<file path="src/rtl/vtag_pkg.sv">
package vtag_pkg;
  localparam int VID_W   = 12;
  localparam int BYTE_W  = 8;
  localparam int HDR_LEN = 2;

  localparam logic [7:0] HDR_B0  = 8'h10;
  localparam logic [7:0] HDR_B1  = 8'h80;
  localparam logic [7:0] TPID_HI = 8'h81;
  localparam logic [7:0] TPID_LO = 8'h00;

  // Input-byte indices on the receive side (stripped offset + header length)
  localparam int IX_TPID_HI = HDR_LEN + 12;
  localparam int IX_TPID_LO = HDR_LEN + 13;
  localparam int IX_TCI_HI  = HDR_LEN + 14;
  localparam int IX_TCI_LO  = HDR_LEN + 15;
  localparam int IX_SAT     = IX_TCI_LO + 1;

  typedef enum logic [1:0] {
    SEL_VID  = 2'd0,
    SEL_PVID = 2'd1,
    SEL_TAGM = 2'd2,
    SEL_MODE = 2'd3
  } cfg_sel_e;

  typedef enum logic [1:0] {
    TX_HDR0 = 2'd0,
    TX_HDR1 = 2'd1,
    TX_BODY = 2'd2
  } tx_st_e;
endpackage

</file>
<file path="src/rtl/vtag_cfg.sv">
module vtag_cfg
  import vtag_pkg::*;
#(
  parameter int NPORTS = 8,
  parameter int IDX_W  = 7
) (
  input  logic                      clk,
  input  logic                      rst_n,
  input  logic                      cfg_we,
  input  logic [IDX_W+1:0]          cfg_addr,
  input  logic [VID_W-1:0]          cfg_wdata,
  input  logic [$clog2(NPORTS)-1:0] port_sel,
  output logic [VID_W-1:0]          port_vid,
  output logic [NPORTS-1:0]         tag_mask,
  output logic                      vlan_en
);
  localparam int NVID   = 1 << IDX_W;
  localparam int PORT_W = $clog2(NPORTS);

  logic [VID_W-1:0] vid_tab [NVID];
  logic [IDX_W-1:0] pvid    [NPORTS];
  cfg_sel_e         sel;

  assign sel = cfg_sel_e'(cfg_addr[IDX_W+1:IDX_W]);

  always_ff @(posedge clk or negedge rst_n) begin
    if (!rst_n) begin
      for (int i = 0; i < NVID; i++) vid_tab[i] <= VID_W'(i);
      for (int p = 0; p < NPORTS; p++) pvid[p] <= '0;
      tag_mask <= '0;
      vlan_en  <= 1'b0;
    end else if (cfg_we) begin
      case (sel)
        SEL_VID:  vid_tab[cfg_addr[IDX_W-1:0]] <= cfg_wdata;
        SEL_PVID: if (int'(cfg_addr[PORT_W-1:0]) < NPORTS)
                    pvid[cfg_addr[PORT_W-1:0]] <= cfg_wdata[IDX_W-1:0];
        SEL_TAGM: tag_mask <= cfg_wdata[NPORTS-1:0];
        default:  vlan_en  <= cfg_wdata[0];
      endcase
    end
  end

  // two-level lookup: port -> default index -> VID
  assign port_vid = vid_tab[pvid[port_sel]];

  p_cfg_mode_r10: assert property (@(posedge clk) disable iff (!rst_n)
    (cfg_we && sel == SEL_MODE) |=> (vlan_en == $past(cfg_wdata[0])));
  p_cfg_mask_r10: assert property (@(posedge clk) disable iff (!rst_n)
    (cfg_we && sel == SEL_TAGM) |=> (tag_mask == $past(cfg_wdata[NPORTS-1:0])));
endmodule

</file>
<file path="src/rtl/vtag_rx.sv">
module vtag_rx
  import vtag_pkg::*;
#(
  parameter int NPORTS = 8
) (
  input  logic                      clk,
  input  logic                      rst_n,
  input  logic                      vlan_en,
  input  logic [NPORTS-1:0]         tag_mask,
  input  logic [VID_W-1:0]          port_vid,
  output logic [$clog2(NPORTS)-1:0] port_sel,
  input  logic [BYTE_W-1:0]         s_tdata,
  input  logic                      s_tvalid,
  input  logic                      s_tlast,
  output logic                      s_tready,
  output logic [BYTE_W-1:0]         m_tdata,
  output logic                      m_tvalid,
  output logic                      m_tlast,
  input  logic                      m_tready
);
  localparam int PORT_W = $clog2(NPORTS);
  localparam int IW     = $clog2(IX_SAT + 1);

  logic [IW-1:0] idx;
  logic          fm;        // mode latched at byte 0
  logic [3:0]    hdr_port;
  logic          tp_hi, tp_lo;
  logic          load, acc, mode_now, drop, fix, port_ok;
  logic [7:0]    out_byte;

  assign load     = !m_tvalid || m_tready;
  assign s_tready = load;
  assign acc      = s_tvalid && load;
  assign mode_now = (idx == '0) ? vlan_en : fm;
  assign drop     = mode_now && (int'(idx) < HDR_LEN);
  assign port_sel = hdr_port[PORT_W-1:0];
  assign port_ok  = int'(hdr_port) < NPORTS;
  assign fix      = fm && tp_hi && tp_lo && port_ok && !tag_mask[port_sel];

  always_comb begin
    out_byte = s_tdata;
    if (fix && idx == IW'(IX_TCI_HI)) out_byte = {s_tdata[7:4], port_vid[11:8]};
    if (fix && idx == IW'(IX_TCI_LO)) out_byte = port_vid[7:0];
  end

  always_ff @(posedge clk or negedge rst_n) begin
    if (!rst_n) begin
      idx <= '0; fm <= 1'b0; hdr_port <= '0; tp_hi <= 1'b0; tp_lo <= 1'b0;
    end else if (acc) begin
      if (idx == '0) begin
        fm       <= vlan_en;
        hdr_port <= s_tdata[3:0];
      end
      if (idx == IW'(IX_TPID_HI)) tp_hi <= (s_tdata == TPID_HI);
      if (idx == IW'(IX_TPID_LO)) tp_lo <= (s_tdata == TPID_LO);
      if (s_tlast)                idx <= '0;
      else if (idx != IW'(IX_SAT)) idx <= idx + 1'b1;
    end
  end

  always_ff @(posedge clk or negedge rst_n) begin
    if (!rst_n) begin
      m_tvalid <= 1'b0; m_tdata <= '0; m_tlast <= 1'b0;
    end else if (acc && !drop) begin
      m_tvalid <= 1'b1; m_tdata <= out_byte; m_tlast <= s_tlast;
    end else if (m_tready) begin
      m_tvalid <= 1'b0;
    end
  end

  p_rx_hold_r9: assert property (@(posedge clk) disable iff (!rst_n)
    (m_tvalid && !m_tready) |=> (m_tvalid && $stable(m_tdata) && $stable(m_tlast)));
  p_rx_hdr_drop_r2: assert property (@(posedge clk) disable iff (!rst_n)
    (s_tvalid && s_tready && mode_now && int'(idx) < HDR_LEN) |=> !m_tvalid);
  p_rx_frame_wrap_r12: assert property (@(posedge clk) disable iff (!rst_n)
    (s_tvalid && s_tready && s_tlast) |=> (idx == '0));
endmodule

</file>
<file path="src/rtl/vtag_tx.sv">
module vtag_tx
  import vtag_pkg::*;
(
  input  logic              clk,
  input  logic              rst_n,
  input  logic              vlan_en,
  input  logic [BYTE_W-1:0] s_tdata,
  input  logic              s_tvalid,
  input  logic              s_tlast,
  output logic              s_tready,
  output logic [BYTE_W-1:0] m_tdata,
  output logic              m_tvalid,
  output logic              m_tlast,
  input  logic              m_tready
);
  tx_st_e      st, st_nxt;
  logic        load, ld;
  logic [7:0]  d_nxt;
  logic        l_nxt;

  assign load = !m_tvalid || m_tready;

  always_comb begin
    s_tready = 1'b0; ld = 1'b0; d_nxt = s_tdata; l_nxt = s_tlast; st_nxt = st;
    case (st)
      TX_HDR0: begin
        if (vlan_en) begin
          ld = s_tvalid && load; d_nxt = HDR_B0; l_nxt = 1'b0; st_nxt = TX_HDR1;
        end else begin
          s_tready = load; ld = s_tvalid && load;
          st_nxt = s_tlast ? TX_HDR0 : TX_BODY;
        end
      end
      TX_HDR1: begin
        ld = load; d_nxt = HDR_B1; l_nxt = 1'b0; st_nxt = TX_BODY;
      end
      default: begin
        s_tready = load; ld = s_tvalid && load;
        st_nxt = s_tlast ? TX_HDR0 : TX_BODY;
      end
    endcase
  end

  always_ff @(posedge clk or negedge rst_n) begin
    if (!rst_n) begin
      st <= TX_HDR0; m_tvalid <= 1'b0; m_tdata <= '0; m_tlast <= 1'b0;
    end else if (ld) begin
      st <= st_nxt; m_tvalid <= 1'b1; m_tdata <= d_nxt; m_tlast <= l_nxt;
    end else if (m_tready) begin
      m_tvalid <= 1'b0;
    end
  end

  p_tx_hold_r9: assert property (@(posedge clk) disable iff (!rst_n)
    (m_tvalid && !m_tready) |=> (m_tvalid && $stable(m_tdata) && $stable(m_tlast)));
  p_tx_first_hdr_r7: assert property (@(posedge clk) disable iff (!rst_n)
    (st == TX_HDR1) |-> (m_tvalid && m_tdata == HDR_B0 && !m_tlast));
  p_tx_second_hdr_r7: assert property (@(posedge clk) disable iff (!rst_n)
    (st == TX_BODY && $past(st) == TX_HDR1) |-> (m_tdata == HDR_B1 && !m_tlast));
endmodule

</file>
<file path="src/rtl/vtag_fixup.sv">
module vtag_fixup
  import vtag_pkg::*;
#(
  parameter int NPORTS = 8,
  parameter int IDX_W  = 7
) (
  input  logic             clk,
  input  logic             rst_n,
  input  logic             cfg_we,
  input  logic [IDX_W+1:0] cfg_addr,
  input  logic [VID_W-1:0] cfg_wdata,
  input  logic [7:0]       rx_s_tdata,
  input  logic             rx_s_tvalid,
  input  logic             rx_s_tlast,
  output logic             rx_s_tready,
  output logic [7:0]       rx_m_tdata,
  output logic             rx_m_tvalid,
  output logic             rx_m_tlast,
  input  logic             rx_m_tready,
  input  logic [7:0]       tx_s_tdata,
  input  logic             tx_s_tvalid,
  input  logic             tx_s_tlast,
  output logic             tx_s_tready,
  output logic [7:0]       tx_m_tdata,
  output logic             tx_m_tvalid,
  output logic             tx_m_tlast,
  input  logic             tx_m_tready
);
  localparam int PORT_W = $clog2(NPORTS);

  logic                vlan_en;
  logic [NPORTS-1:0]   tag_mask;
  logic [VID_W-1:0]    port_vid;
  logic [PORT_W-1:0]   port_sel;

  vtag_cfg #(.NPORTS(NPORTS), .IDX_W(IDX_W)) u_cfg (
    .clk(clk), .rst_n(rst_n), .cfg_we(cfg_we), .cfg_addr(cfg_addr),
    .cfg_wdata(cfg_wdata), .port_sel(port_sel), .port_vid(port_vid),
    .tag_mask(tag_mask), .vlan_en(vlan_en)
  );

  vtag_rx #(.NPORTS(NPORTS)) u_rx (
    .clk(clk), .rst_n(rst_n), .vlan_en(vlan_en), .tag_mask(tag_mask),
    .port_vid(port_vid), .port_sel(port_sel),
    .s_tdata(rx_s_tdata), .s_tvalid(rx_s_tvalid), .s_tlast(rx_s_tlast),
    .s_tready(rx_s_tready), .m_tdata(rx_m_tdata), .m_tvalid(rx_m_tvalid),
    .m_tlast(rx_m_tlast), .m_tready(rx_m_tready)
  );

  vtag_tx u_tx (
    .clk(clk), .rst_n(rst_n), .vlan_en(vlan_en),
    .s_tdata(tx_s_tdata), .s_tvalid(tx_s_tvalid), .s_tlast(tx_s_tlast),
    .s_tready(tx_s_tready), .m_tdata(tx_m_tdata), .m_tvalid(tx_m_tvalid),
    .m_tlast(tx_m_tlast), .m_tready(tx_m_tready)
  );
endmodule

</file>
<file path="config.mk">
export PLATFORM = sky130hd
export DESIGN_NAME = vtag_fixup
export DESIGN_NICKNAME = d
export VERILOG_FILES = /design/src/rtl/vtag_pkg.sv /design/src/rtl/vtag_cfg.sv /design/src/rtl/vtag_rx.sv /design/src/rtl/vtag_tx.sv /design/src/rtl/vtag_fixup.sv
export SDC_FILE = /design/constraint.sdc
export NUM_CORES = 2
export LEC_CHECK = 0
export CORE_AREA = 2 2 381 383
export DETAILED_ROUTE_END_ITERATION = 10
export DIE_AREA = 0 0 383 385
export DONT_BUFFER_PORTS = 1
export GPL_TIMING_DRIVEN = 0
export PLACE_DENSITY = 0.72
export SLEW_MARGIN = 20
export SYNTH_ARGS = -nofsm -noshare
export SYNTH_HDL_FRONTEND = slang
export SYNTH_HIERARCHICAL = 1
export SYNTH_SLANG_ARGS = --single-unit
</file>
<file path="constraint.sdc">
create_clock -name clk -period 7.75 [get_ports clk]
set_clock_uncertainty 0.1 [all_clocks]
set_input_delay 1.1625 -clock clk [delete_from_list [all_inputs] [get_ports clk]]
set_output_delay 1.1625 -clock clk [all_outputs]
set_load 0.1 [all_outputs]
</file>
==> run summary <==
status = finished, violations left
failing checks = negative setup slack
DR vias = 59300
Routed WL = 308000 um
H-tree levels = 4
reg2reg path depth = 18
share of cells above drive strength 1 = 41.3%
# DRC = 0
switching part of the total = 47.7%
Int Pwr = 17.5 mW
routability cong. = 1.04
Worst-path clk slew = 0.06 ns
die area = 0.147 mm^2
final worst slack = -0.0650 ns
port bufs = 0
crit path DAT = 8.45 ns
Post-Place Cell Area = 0.0814 mm^2
Tcrit/Tclk final = 101%
yosys warns = 6
total track usage = 41.4%
vias per cell = 6.85
layout filler cell count = 11400
final hold violations = 0
pre-CTS WS = 0.358 ns
drt wl/cell = 35.6 um
FFs w/ async S/R, synth = 100%
Hold Crit Class = input pin to async pin
CP endpoint = u_rx/m_tdata[3]
CTS max path bufs = 3
ANT nets after route = 0
initial antenna violation count = 39
register area share after synthesis = 53.0%
count of cell types in the netlist = 89
P_leak = 39.1 nW
WP data required = 8.38 ns
Initial DRT Pass Iterations = 6
top cell type by total area after synthesis = dfrtp_1
Post-CTS Setup Bufs = 0
Slew Limit Fails = 0
CP startpoint kind = flip-flop
io pins = 68
largest net degree at the start of global routing = 251
Overflow after GRT = 0
R2R Path End = u_rx/m_tdata[3]
hpwl dp = 222000 um
fin crit period = 7.82 ns
Slew headroom = 4.86%
Post-synth EDFFs = 0
CP Capture Type = flip-flop
Synth top area share = 37.9%
RR Startpoint = u_rx/hdr_port[0]
first-pass GRT wire length = 431000 um
final instance area = 0.0876 mm^2
critical path launch point = u_rx/hdr_port[0]
Top FF cell, synth = dfrtp_1
most common cell after layout, fill and taps aside = mux2_2
most frequent cells in the layout = mux2_2, dfrtp_1, nand2_1
P_sw = 15.9 mW
Synth Register Bits = 1635
synthesized area per cell = 12.3 um^2
WS Path Type = flip-flop to flip-flop
Logic pwr share = 45.9%
Worst Path Max Fanout = 10
Die Y-Extent = 385 um
Core Region = 0.143 mm^2
cell count after synthesis = 6366
Synthesized Nets = 6417
Die Wd = 383 um
Max VDD drop = 0.335 mV
final-report setup violation count = 1
Synth area leaders = dfrtp_1, mux2_2, dfstp_2
CTS tree = done
starting DRC count in detailed routing = 7337
Root Buffer = clkbuf_16
maxcap violations = 0
TritonCTS buffer count = 175
maximum clock frequency = 0.128 GHz
Initial Utilization = 54.7%
Layout area overhead = 11.9%
CTS Sinks = 1635
RSZ-0062 raised after global routing = false
fin nets = 6627
Clock power frac = 26.0%
Post-Syn Area = 0.0783 mm^2
R2R Setup Slk = -0.07 ns
num rows = 139
vias in the first global route = 58100
Pwr Total = 33.4 mW
actual slew at the worst max-slew pin = 1.41 ns
Pwr Density = 382 mW/mm^2
sequential share of power = 28.1%
latest clock arrival within the worst-skew pair = 0.82 ns
-- sequential cells by signal (all words and copies together), names as in the netlist --
name and count:
u_rx/m_tvalid 1, u_rx/m_tdata 8, u_rx/tp_lo 1, u_rx/tp_hi 1, u_rx/m_tlast 1, u_tx/m_tvalid 1, u_rx/fm 1, u_rx/idx 5
u_tx/m_tdata 8, u_tx/st 2, u_cfg/pvid 56, u_rx/hdr_port 4, u_cfg/vid_tab 1536, u_cfg/vlan_en 1, u_cfg/tag_mask 8, u_tx/m_tlast 1
-- what timing repair did --
action | 4_1_cts | 5_1_grt
endpoints found under the setup margin | 0 | 2
endpoints found under the hold margin | 10 | 0
resized for setup | 0 | 1
hold buffers | 1 | 0
-- synth_stat cells (23+ instances only) --
| library cell | instances |
|---|---|
| a2111oi_0 | 23 |
| a211oi_1 | 135 |
| a21oi_1 | 52 |
| a311oi_1 | 46 |
| a32o_1 | 35 |
| and3_1 | 117 |
| buf_2 | 98 |
| buf_4 | 29 |
| clkbuf_1 | 503 |
| dfrtp_1 | 1187 |
| dfstp_2 | 448 |
| mux2_2 | 1745 |
| mux2i_1 | 148 |
| nand2_1 | 524 |
| nand3_1 | 284 |
| nand4_1 | 219 |
| nor2_1 | 84 |
| nor4_1 | 38 |
| o2111ai_1 | 48 |
| o21ai_0 | 202 |
| o22ai_1 | 69 |
| or4_1 | 23 |
-- layer usage --
layer	global-route usage, %	wire length, um	vias up	share of wire (%)
li1	-	-	23800	-
met1	55.4	121000	30900	39
met2	59.8	131000	3739	42
met3	12.9	36000	860	12
met4	23.1	19900	22	6.5
met5	0	153	-	0.050
-- power groups by stage --
stage	clock [mW]	combinational (mW)	sequential, mW
6_report	8.70	15.3	9.41
5_1_grt	9.11	15.1	9.44
4_1_cts	8.77	14.3	9.40
3_5_place_dp	0	14.3	9.54
3_3_place_gp	0	13.8	9.52
2_1_floorplan	0	6.77	9.47
-- worst min-delay path by stage --
stage	from	end	slack, ns	cells past startpoint
after floorplan	u_rx/tp_lo	u_rx/tp_lo	0.34	2
after global placement	u_rx/tp_lo	u_rx/tp_lo	0.38	2
after detailed placement	u_rx/tp_lo	u_rx/tp_lo	0.38	2
after CTS	rst_n	u_cfg/vid_tab[1442]	0.06	0
after global routing	rst_n	u_cfg/vid_tab[1442]	0.07	0
final	rst_n	u_cfg/vid_tab[1442]	0.1	0
-- logic make-up after synthesis --
group                    after synthesis  synth area share (%)
AO/OA/AOI/OAI                        743                  6.74
AND/OR/NAND/NOR                     1391                  9.01
flip-flops                          1635                  53.0
adder cells (fa/ha/maj)                5                0.0799
multiplexers                        1916                  27.5
buffers and inverters                676                  3.65
-- area by class of cell --
cell class                 instances  area, um^2  share of cell area, %
antenna                           25        62.6                 0.0714
buffer                           656        2830                   3.23
clock buffer                     272        5300                   6.05
clock inverter                    57         673                  0.768
inverter                          20        75.1                 0.0857
multi-input combinational       4055       34100                   39.0
sequential                      1635       41500                   47.3
tap                             1903        2380                   2.72
timing repair buffer              33         682                  0.778
-- stage by stage --
stage	cells	hold WS [ns]	util [%]	TNS, ns
floorplan	6366	0.343	-	0
global placement	8269	0.379	56.3	-0.0432
detailed placement	8295	0.378	56.9	0
CTS	8625	0.0632	61.0	0
global route	8632	0.0734	61.2	0
finish	8656	0.0952	61.2	-0.0650
-- worst max-delay path, stage by stage, from the launching register on --
cell	delay (ns)
dfrtp_1	0.42
buf_4	0.15
buf_4	0.17
and2_1	0.21
a22oi_2	0.59
buf_4	0.41
clkbuf_1	0.54
clkbuf_1	0.97
buf_2	0.53
nand3_1	0.13
nand4_1	0.28
o2111ai_1	0.17
nor4_1	1.08
o22ai_1	0.26
nor4b_2	1.02
nand2b_1	0.20
mux2i_1	0.08
a31o_2	0.31
o21ai_1	0.10
Power figures use the tool's default switching activity.
